===== config.mk =====
export PLATFORM = sky130hd
export DESIGN_NAME = eye_sweep_seq
export DESIGN_NICKNAME = d
export VERILOG_FILES = /design/src/rtl/eye_pkg.sv /design/src/rtl/eye_accum.sv /design/src/rtl/eye_grid.sv /design/src/rtl/eye_sweep_seq.sv
export SDC_FILE = /design/constraint.sdc
export NUM_CORES = 1
export LEC_CHECK = 0
export BUFFER_PORTS_ARGS = -buffer_cell sky130_fd_sc_hd__buf_2
export CORE_MARGIN = 2
export CORE_UTILIZATION = 45
export DETAILED_ROUTE_END_ITERATION = 8
export MAX_ROUTING_LAYER = met4
export SYNTH_ARGS = -nofsm -noshare
export SYNTH_HDL_FRONTEND = slang
export SYNTH_SLANG_ARGS = --single-unit

===== constraint.sdc =====
create_clock -name clk_i -period 2.9 [get_ports clk_i]
set_input_delay 0.435 -clock clk_i [delete_from_list [all_inputs] [get_ports clk_i]]
set_output_delay 0.435 -clock clk_i [all_outputs]
set_load 0.005 [all_outputs]

===== src/rtl/eye_pkg.sv =====
package eye_pkg;
  localparam int ADDR_W = 3;
  localparam logic [ADDR_W-1:0] A_CTRL  = 3'd0;
  localparam logic [ADDR_W-1:0] A_DATA  = 3'd1;
  localparam logic [ADDR_W-1:0] A_LSB   = 3'd2;
  localparam logic [ADDR_W-1:0] A_WIN   = 3'd3;
  localparam logic [ADDR_W-1:0] A_RANGE = 3'd4;
  localparam int B_FAST  = 7;
  localparam int B_OVR   = 6;
  localparam int B_START = 0;
  localparam int CNT_W   = 16;
endpackage


===== src/rtl/eye_accum.sv =====
module eye_accum #(
  parameter int CNT_W      = 16,
  parameter int WIN_W      = 8,
  parameter int UNIT_SHIFT = 10
) (
  input  logic             clk_i,
  input  logic             rst_ni,
  input  logic             run_i,
  input  logic             restart_i,
  input  logic [WIN_W-1:0] win_i,
  input  logic             err_i,
  output logic             done_o,
  output logic [CNT_W-1:0] count_o
);
  localparam int TW = WIN_W + UNIT_SHIFT + 1;

  logic [TW-1:0]    tcnt_q, limit;
  logic [CNT_W-1:0] ecnt_q, ecnt_d;

  assign limit  = (TW'(win_i) + TW'(1)) << UNIT_SHIFT;
  assign ecnt_d = (&ecnt_q) ? ecnt_q : ecnt_q + CNT_W'(err_i);
  assign done_o  = run_i && (tcnt_q == limit - TW'(1));
  assign count_o = ecnt_d;

  always_ff @(posedge clk_i or negedge rst_ni) begin
    if (!rst_ni) begin
      tcnt_q <= '0;
      ecnt_q <= '0;
    end else if (restart_i) begin
      tcnt_q <= '0;
      ecnt_q <= '0;
    end else if (run_i) begin
      tcnt_q <= tcnt_q + TW'(1);
      ecnt_q <= ecnt_d;
    end
  end
endmodule


===== src/rtl/eye_grid.sv =====
module eye_grid #(
  parameter int IDX_W = 6
) (
  input  logic             clk_i,
  input  logic             rst_ni,
  input  logic             clr_i,
  input  logic             step_i,
  output logic [IDX_W-1:0] phase_o,
  output logic [IDX_W-1:0] volt_o,
  output logic             last_o
);
  localparam int PW = 2 * IDX_W;

  logic [PW-1:0] idx_q;

  // phase in low bits so it wraps first
  assign phase_o = idx_q[IDX_W-1:0];
  assign volt_o  = idx_q[PW-1:IDX_W];
  assign last_o  = &idx_q;

  always_ff @(posedge clk_i or negedge rst_ni) begin
    if (!rst_ni)     idx_q <= '0;
    else if (clr_i)  idx_q <= '0;
    else if (step_i) idx_q <= idx_q + PW'(1);
  end
endmodule


===== src/rtl/eye_sweep_seq.sv =====
module eye_sweep_seq
  import eye_pkg::*;
#(
  parameter int IDX_W      = 6,
  parameter int UNIT_SHIFT = 10
) (
  input  logic              clk_i,
  input  logic              rst_ni,
  input  logic              wr_i,
  input  logic              rd_i,
  input  logic [ADDR_W-1:0] addr_i,
  input  logic [7:0]        wdata_i,
  output logic [7:0]        rdata_o,
  input  logic              err_i,
  output logic [IDX_W-1:0]  phase_o,
  output logic [IDX_W-1:0]  volt_o,
  output logic [1:0]        range_o
);
  logic             fast_q, ovr_q, active_q, done_q, fin_q, pend_q;
  logic [7:0]       win_q, lsb_q;
  logic [1:0]       range_q;
  logic [CNT_W-1:0] res_q, acc_cnt;
  logic             acc_done, last_pt;
  logic             start_ok, msb_rd, lsb_rd, adv, run;

  assign start_ok = wr_i && addr_i == A_CTRL && wdata_i[B_FAST] && !wdata_i[B_OVR]
                    && wdata_i[B_START] && !active_q;
  assign msb_rd   = rd_i && addr_i == A_DATA && active_q && !pend_q;
  assign lsb_rd   = rd_i && pend_q && (addr_i == A_DATA || addr_i == A_LSB);
  assign adv      = msb_rd && done_q;
  assign run      = active_q && !done_q && !fin_q;

  eye_accum #(.CNT_W(CNT_W), .WIN_W(8), .UNIT_SHIFT(UNIT_SHIFT)) u_accum (
    .clk_i     (clk_i),
    .rst_ni    (rst_ni),
    .run_i     (run),
    .restart_i (start_ok || adv),
    .win_i     (win_q),
    .err_i     (err_i),
    .done_o    (acc_done),
    .count_o   (acc_cnt)
  );

  eye_grid #(.IDX_W(IDX_W)) u_grid (
    .clk_i   (clk_i),
    .rst_ni  (rst_ni),
    .clr_i   (start_ok),
    .step_i  (adv && !last_pt),
    .phase_o (phase_o),
    .volt_o  (volt_o),
    .last_o  (last_pt)
  );

  always_ff @(posedge clk_i or negedge rst_ni) begin
    if (!rst_ni) begin
      fast_q  <= 1'b0;
      ovr_q   <= 1'b0;
      win_q   <= '0;
      range_q <= '0;
    end else if (wr_i) begin
      case (addr_i)
        A_CTRL: begin
          fast_q <= wdata_i[B_FAST];
          ovr_q  <= wdata_i[B_OVR];
        end
        A_WIN:   win_q   <= wdata_i;
        A_RANGE: range_q <= wdata_i[1:0];
        default: ;
      endcase
    end
  end

  always_ff @(posedge clk_i or negedge rst_ni) begin
    if (!rst_ni) begin
      active_q <= 1'b0;
      done_q   <= 1'b0;
      fin_q    <= 1'b0;
      pend_q   <= 1'b0;
      res_q    <= '0;
      lsb_q    <= '0;
    end else if (start_ok) begin
      active_q <= 1'b1;
      done_q   <= 1'b0;
      fin_q    <= 1'b0;
      pend_q   <= 1'b0;
      res_q    <= '0;
    end else begin
      if (acc_done) begin
        res_q  <= acc_cnt;
        done_q <= 1'b1;
      end
      if (adv) begin
        done_q <= 1'b0;
        if (last_pt) fin_q <= 1'b1;
      end
      // high byte read: freeze low byte of the same result
      if (msb_rd) begin
        pend_q <= 1'b1;
        lsb_q  <= res_q[7:0];
      end
      if (lsb_rd) begin
        pend_q <= 1'b0;
        if (fin_q) active_q <= 1'b0;
      end
    end
  end

  always_comb begin
    case (addr_i)
      A_CTRL:  rdata_o = {fast_q, ovr_q, 5'b0, active_q};
      A_DATA:  rdata_o = pend_q ? lsb_q : res_q[15:8];
      A_LSB:   rdata_o = lsb_q;
      A_WIN:   rdata_o = win_q;
      A_RANGE: rdata_o = {6'b0, range_q};
      default: rdata_o = 8'h00;
    endcase
  end

  assign range_o = range_q;
endmodule


==> summary.md, run 1 <==
| Metric | Value |
|---|---|
| Synth Warn # | `0` |
| Fin. max-slew vios | `0` |
| Top cells by area, synth | `dfrtp_1 (44%), mux2_2 (5.0%), nand2_1 (4.9%)` |
| Setup TNS | `0 ns` |
| Synth cell count leaders | `dfrtp_1 (87), nand2_1 (65), nor2_1 (47)` |
| Sw Ratio | `0.3273` |
| Cell row count | `38` |
| Synthesized area | `roughly 5000 um^2` |
| Area growth, synth to finish | `10.85%` |
| Vias | `between 3k and 4k` |
| Initial antenna violation count | `0` |
| Slew HR | `0.5442` |
| DR iter-0 viols | `217` |
| Flop and latch count out of synthesis | `87` |
| Layout cell share with drive strength beyond 1 | `0.1821` |
| Sequential share of power | `0.473` |
| Die width | `109.1 um` |
| Total CTS buffers | `9` |
| Worst Hold Class | `in -> async` |
| First-pass GRT wire length | `18410 um` |
| Top cell type's share of synthesized area | `0.4382` |
| CTS Root Buffer Type | `clkbuf_8` |
| Pin count of the biggest net entering global routing | `52` |
| Drt drc | `0` |
| Final design utilization | `0.5103` |
| Distinct cells, synth | `between 60 and 70` |
| Tcrit/Tclk final | `0.9219` |
| Max incr delay on CP | `about 0.45 ns` |
| RSZ-0062 raised after global routing | `false` |
| Hpwl dp | `7958 um` |
| Resize count post-CTS | `0` |
| Overall Global Routing Usage | `0.2073` |
| Sink Count | `87` |
| I/O pin cnt | `38` |
| Final Skew | `0.01151 ns` |
| Power Internal | `roughly 2.4 mW` |
| Fillcell total | `about 1.0k` |
| Hold Fails Final Rpt | `0` |
| TritonCTS clock tree | `yes` |
| Switching pwr | `1.146 mW` |
| P_leak | `2.348 nW` |
| GRT overflow | `0` |
| Synth Instances | `511` |
| Syn nets | `about 530` |
| Power per standard cell area | `635.8 nW/um^2` |
| Vias per cell | `5.525` |
| Die area | `11900 um^2` |
| Count leader, synth | `dfrtp_1` |
| Vias in the first global route | `about 3.6k` |
| Final Critical Period | `2.674 ns` |
| CTS Hold Bufs | `0` |
| Crit path launch type | `flip-flop` |
| Drt pass-1 iters | `4` |
| Status | `finished, final reports clean` |
| Asr flop ratio synth | `1.000` |
| Combinational share of power | `0.246` |
| Routed WL | `11210 um` |
| Final ANT Viol Nets | `0` |
| Wire per inst | `16.26 um` |
| Dominant cell type by area after synthesis | `dfrtp_1` |
| Ys flop type | `dfrtp_1` |
| Data arrival, critical path | `2.96 ns` |
| Placed cells | `between 600 and 700` |
| Crit-path cells | `ha_1, or2_0, o32ai_1, a311o_1, nor4bb_1, o311ai_1, nor3_2, buf_12, mux2i_1` |
| Post-CTS setup buffers | `0` |
| Max-cap violations | `0` |
| Gpl congestion | `between 0.8 and 0.9` |
| # setup viols final | `0` |
| CP endpoint kind | `flip-flop` |
| Ant. Diodes | `0` |
| Critical path class | `reg -> reg` |
| Nets | `between 500 and 600` |
| Maximum clock rate | `374.0 MHz` |
| VDD IR max | `about 0.34 mV` |
| Core Footprint | `10790 um^2` |
| Final std cells w/o fill | `689` |
| Die Ht | `109.1 um` |
| Initial Util | `0.4604` |
| CP Max Fanout | `17` |
| Clock-pin slew on the worst setup and hold paths | `~0.090 ns` |
| Buffers & Inverters on Critical Path | `1` |
| Clk buf depth | `2` |
| Final Total Pwr | `3.502 mW` |
| EDFF count, synth | `0` |
| # port buffers | `37` |
| Delay-heaviest family, CP | `simple AND/OR/NAND/NOR gates` |
| Mapped Avg Cell Area | `9.723 um^2` |
| Worst slew pin tran | `0.6837 ns` |
| Clock share of power | `0.281` |
| WP data required | `~3.2 ns` |
| H-tree depth | `3` |
| Slowest CP cell | `dfrtp_1` |
| Clk Latency, worst-skew pair | `0.37 ns` |
| Register area share after synthesis | `0.4382` |
[layout make-up]
type	instances	area [um^2]	share of cell area
Multi-Input combinational cell	386	2576	0.4677
Tap cell	140	175.2	0.03180
Clock buffer	12	155.1	0.02817
Clock inverter	4	76.32	0.01386
Sequential cell	87	2177	0.3953
Inverter	10	37.54	0.006815
Timing Repair Buffer	50	310.3	0.05634
[cells by family after synthesis]
| group | Yosys count | share of synthesized area |
|---|---|---|
| flip-flops | 87 | 0.4382 |
| AO/OA/AOI/OAI | 84 | 0.1108 |
| XOR/XNOR | 54 | 0.09972 |
| buffers and inverters | 38 | 0.04331 |
| multiplexers | 43 | 0.09217 |
| adder cells (fa/ha/maj) | 6 | 0.01511 |
| AND/OR/NAND/NOR | 199 | 0.2007 |
[power by group through the flow]
stage	sequential [mW]	clock (mW)	combinational, mW
floorplan	1.58	0	0.717
global placement	1.67	0	0.837
detailed placement	1.68	0	0.857
CTS	1.66	1.02	0.869
global route	1.69	1.07	0.974
finish	1.66	0.985	0.861
[metrics by stage]
step	instance area, um^2	setup WS [ns]	hold WS (ns)
2_1_floorplan	4969	0.5031	0.1394
5_1_grt	5508	0.03131	0.1608
3_3_place_gp	5276	0.3860	0.4937
6_report	5508	0.2264	0.1036
3_5_place_dp	5276	0.2944	0.4934
4_1_cts	5508	0.2210	0.1224
[flip-flops by register name, summed over array words and instances (netlist names)]
| signal | count |
|---|---|
| active_q | 1 |
| done_q | 1 |
| fast_q | 1 |
| fin_q | 1 |
| lsb_q | 8 |
| ovr_q | 1 |
| pend_q | 1 |
| range_o | 2 |
| res_q | 16 |
| u_accum.ecnt_q | 16 |
| u_accum.tcnt_q | 19 |
| u_grid.idx_q | 12 |
| win_q | 8 |
[routing by layer]
layer | track usage | wire length, um
met4 | 0.07692 | 167
met5 | - | 0
met2 | 0.2964 | 5054
met1 | 0.2991 | 5656
met3 | 0.02809 | 327
[final timing paths]
path                                 startpoint                            end  slack [ns]  depth (start not counted)
setup / recovery           win_q[1]$_DFFE_PN0P_          res_q[11]$_DFFE_PN0P_        0.23                          9
min in group clk_i                   wdata_i[3]           win_q[3]$_DFFE_PN0P_        0.30                          2
max in group asynchronous                rst_ni  u_accum.tcnt_q[1]$_DFFE_PN0P_        2.15                          2
hold / removal                           rst_ni  u_accum.tcnt_q[5]$_DFFE_PN0P_        0.10                          1
setup reg to reg           win_q[1]$_DFFE_PN0P_          res_q[11]$_DFFE_PN0P_        0.23                          9
hold reg to reg            res_q[5]$_DFFE_PN0P_           lsb_q[5]$_DFFE_PN0P_        0.51                          1
[placed cells by master, fill, tap and decap left out, types with 3 or more instances in the layout]
cell,instances
buf_4,12
dfrtp_1,87
mux2_2,22
ha_1,6
clkbuf_8,11
xnor2_1,26
nand3_1,26
inv_1,10
a21oi_1,19
nor2_1,47
o31ai_1,6
and3_1,11
or3_1,7
nand3b_1,3
nor3_1,5
mux2i_1,21
nand4_1,11
o21ai_1,10
xor2_1,26
o21ai_0,13
o22ai_1,11
nand2_1,65
buf_2,36
and2_1,4
Note: power is estimated with default switching activity, not from simulation.
==> inputs of run 2 (changes only) <==
--- a/config.mk
+++ b/config.mk
@@ -12,4 +12,5 @@
 export MAX_ROUTING_LAYER = met4
 export SYNTH_ARGS = -nofsm -noshare
 export SYNTH_HDL_FRONTEND = slang
+export SYNTH_HIERARCHICAL = 1
 export SYNTH_SLANG_ARGS = --single-unit
==> run 2 against run 1 <==
Compared with the run above:
- power shrank 0.57%
- combinational power is 2.9% lower
- sequential power fell by 8%
- clock skew decreased by 0.0026 ns
- largest power group unchanged
- maximum frequency fell by 7.3%
- clock power increased by 14%
==> summary.md, run 2 <==
| Metric | Value |
|---|---|
| Worst setup startpoint | `win_q[0]$_DFFE_PN0P_` |
| Mapped Avg Cell Area | `9.895 um^2` |
| Crit path launch type | `flip-flop` |
| Asr flop ratio synth | `1.000` |
| Largest family of logic cells by synthesized area | `simple AND/OR/NAND/NOR gates` |
| First-pass GRT wire length | `19400 um` |
| Distinct cells, synth | `67` |
| Max FFs per register | `19` |
| Worst Hold Class | `in -> async` |
| Largest regs | `u_accum/tcnt_q: 19 flops, res_q: 16 flops, u_accum/ecnt_q: 16 flops` |
| Count leader, synth | `dfrtp_1` |
| Commonest non-fill, non-tap cell in the layout | `dfrtp_1` |
| EDFF count, synth | `0` |
| Hold Fails Final Rpt | `0` |
| Final Skew | `0.008890 ns` |
| Register area share after synthesis | `0.4191` |
| Simple-Gate Fraction of Synth Area | `0.2112` |
| GRT overflow | `0` |
| Vias | `3979` |
| Fin. max-slew vios | `0` |
| Max-cap violations | `0` |
| Max incr delay on CP | `0.54 ns` |
| Die area | `12420 um^2` |
| Drt pass-1 iters | `4` |
| Crit-path cells | `buf_6, buf_6, a211o_1, a21oi_2, o2111a_2, nor3_2, or4_4, a211oi_4, buf_6, clkbuf_16, mux2i_1, nor2_1` |
| Total CTS buffers | `9` |
| Ant. Diodes | `0` |
| DR iter-0 viols | `262` |
| Synth Instances | `525` |
| Delay-heaviest family, CP | `compound AO/OA/AOI/OAI gates` |
| Cell row count | `39` |
| P_leak | `2.656 nW` |
| Pin count of the biggest net entering global routing | `59` |
| Worst slew pin tran | `~0.51 ns` |
| Final ANT Viol Nets | `0` |
| CTS Root Buffer Type | `clkbuf_16` |
| Slowest CP cell | `or4_4` |
| Hpwl dp | `7920 um` |
| Clock-pin slew on the worst setup and hold paths | `0.06 ns` |
| Final design utilization | `0.5315` |
| Final std cells w/o fill | `714` |
| Power per standard cell area | `578.7 nW/um^2` |
| Buffers & Inverters on Critical Path | `4` |
| # setup viols final | `0` |
| Critical R2R Launch | `win_q[0]$_DFFE_PN0P_` |
| CP endpoint kind | `flip-flop` |
| Vias per cell | `5.573` |
| Drt drc | `0` |
| VDD IR max | `0.2625 mV` |
| Synth Warn # | `6` |
| # port buffers | `37` |
| Ys flop type | `dfrtp_1` |
| Synth Area in Compound Gates | `0.08911` |
| Register with the most flip-flops | `u_accum/tcnt_q` |
| Maximum clock rate | `346.6 MHz` |
| Status | `finished, final reports clean` |
| Critical path class | `reg -> reg` |
| Core Footprint | `11320 um^2` |
| Worst reg-to-reg setup slack | `about 0.014 ns` |
| H-tree depth | `3` |
| Gpl congestion | `~0.85` |
| Data arrival, critical path | `3.11 ns` |
| WP data required | `3.12 ns` |
| Vias in the first global route | `~3.8k` |
| Post-DP Area | `5557 um^2` |
| Top cells by area, synth | `dfrtp_1 (42%), mux2_2 (6.7%), xor2_1 (6.4%)` |
| Clk buf depth | `2` |
| Metal-1 WL | `5834 um` |
| Nets | `591` |
| Placed cells | `693` |
| Final Critical Period | `between 2 and 3 ns` |
| TritonCTS clock tree | `yes` |
| CP Max Fanout | `4` |
| Max Used Layer | `met4` |
| Area growth, synth to finish | `15.82%` |
| Routed wl met2 | `5197 um` |
| Post-synthesis mux area share | `0.1118` |
| Initial Util | `0.4589` |
| Overall Global Routing Usage | `0.1968` |
| Flop and latch count out of synthesis | `87` |
| CTS Hold Bufs | `0` |
| Dominant cell type by area after synthesis | `dfrtp_1` |
| Layout cell share with drive strength beyond 1 | `0.2469` |
| Synth cell count leaders | `dfrtp_1 (87), nor2_1 (73), xor2_1 (38)` |
| Die width | `roughly 110 um` |
| Adder-cell share of the synthesized area | `0.01445` |
| Most frequent cells in the layout | `dfrtp_1 (84), nor2_1 (73), xor2_1 (38)` |
| I/O pin cnt | `38` |
| Routed WL | `11680 um` |
| Metal3 WL | `402 um` |
| Syn nets | `547` |
| Setup TNS | `0 ns` |
| Clk Latency, worst-skew pair | `0.34 ns` |
| Top cell type's share of synthesized area | `0.4191` |
| Wire per inst | `16.36 um` |
| Post-route cell area | `6017 um^2` |
| Synthesized area | `5195 um^2` |
| Sink Count | `87` |
| RSZ-0062 raised after global routing | `true` |
| Initial antenna violation count | `0` |
| Post-synthesis xor/xnor area fraction | `0.1125` |
| Slew HR | `0.6607` |
| Tcrit/Tclk final | `0.9950` |
| Die Ht | `111.4 um` |
| Critical Path Most Common Cell | `buf_6` |
==> run 2: power by group <==
group / leakage, nW / switching [mW] / total (mW) / internal [mW]
clock: 0.137 / 0.449 / 1.12 / 0.675
sequential: 1.16 / 0.184 / 1.52 / 1.34
combinational: 1.36 / 0.434 / 0.836 / 0.402
total: 2.66 / 1.07 / 3.48 / 2.41
==> run 2: layout make-up <==
| class | count | area [um^2] |
|---|---|---|
| fill | 1023 | 5304 |
| timing repair buffer | 64 | 464.2 |
| tap | 143 | 178.9 |
| multi-input combinational | 399 | 2885 |
| sequential | 87 | 2181 |
| clock inverter | 2 | 35.03 |
| clock buffer | 11 | 242.7 |
| inverter | 8 | 30.03 |
==> run 2: worst register-to-register path: cells and delay by family, from the launching register on <==
family                 cells  cell delay (ns)
buffers and inverters      4             0.57
muxes                      1             0.18
and+or+nand+nor            3             0.65
DFF                        1             0.45
AOI/OAI and AO/OA          4             0.92
==> run 2: routing by layer <==
layer / up-vias / global-route usage
met5: - / -
li1: 1945 / -
met2: 76 / 0.2829
met3: 17 / 0.03647
met1: 1941 / 0.2798
met4: 0 / 0.06996
==> run 2: final timing paths <==
kind / end / depth (start not counted)
max reg2reg: res_q[9]$_DFFE_PN0P_ / 12
max: res_q[9]$_DFFE_PN0P_ / 12
min reg2reg: fast_q$_DFFE_PN0N_ / 1
max in group asynchronous: res_q[3]$_DFFE_PN0P_ / 2
min in group clk_i: win_q[3]$_DFFE_PN0P_ / 2
min: win_q[5]$_DFFE_PN0P_ / 1
==> run 2: kinds of logic after synthesis <==
family,count (synthesis)
simple gates,207
buf+inv,39
flops,87
mux,54
xor+xnor,65
fa+ha+maj,6
compound gates,67
==> run 2: what timing repair did <==
action | in CTS | in global routing
gates resized for setup | 7 | 12
setup buffers | 4 | 2
hold endpoints to repair | 0 | 0
pin swaps | 3 | 14
setup endpoints to repair | 16 | 20
gates cloned | 1 | 1
==> run 2: metrics by stage <==
| step | hold slack [ns] | setup WS [ns] | power (mW) |
|---|---|---|---|
| 3_5_place_dp | 0.4201 | -0.02343 | 2.298 |
| 6_report | 0.04685 | 0.01443 | 3.482 |
| 3_3_place_gp | 0.4151 | 0.04243 | 2.277 |
| 2_1_floorplan | 0.1394 | 0.006414 | 2.062 |
| 5_1_grt | 0.06618 | -0.08283 | 3.665 |
| 4_1_cts | 0.05454 | -0.01140 | 3.463 |
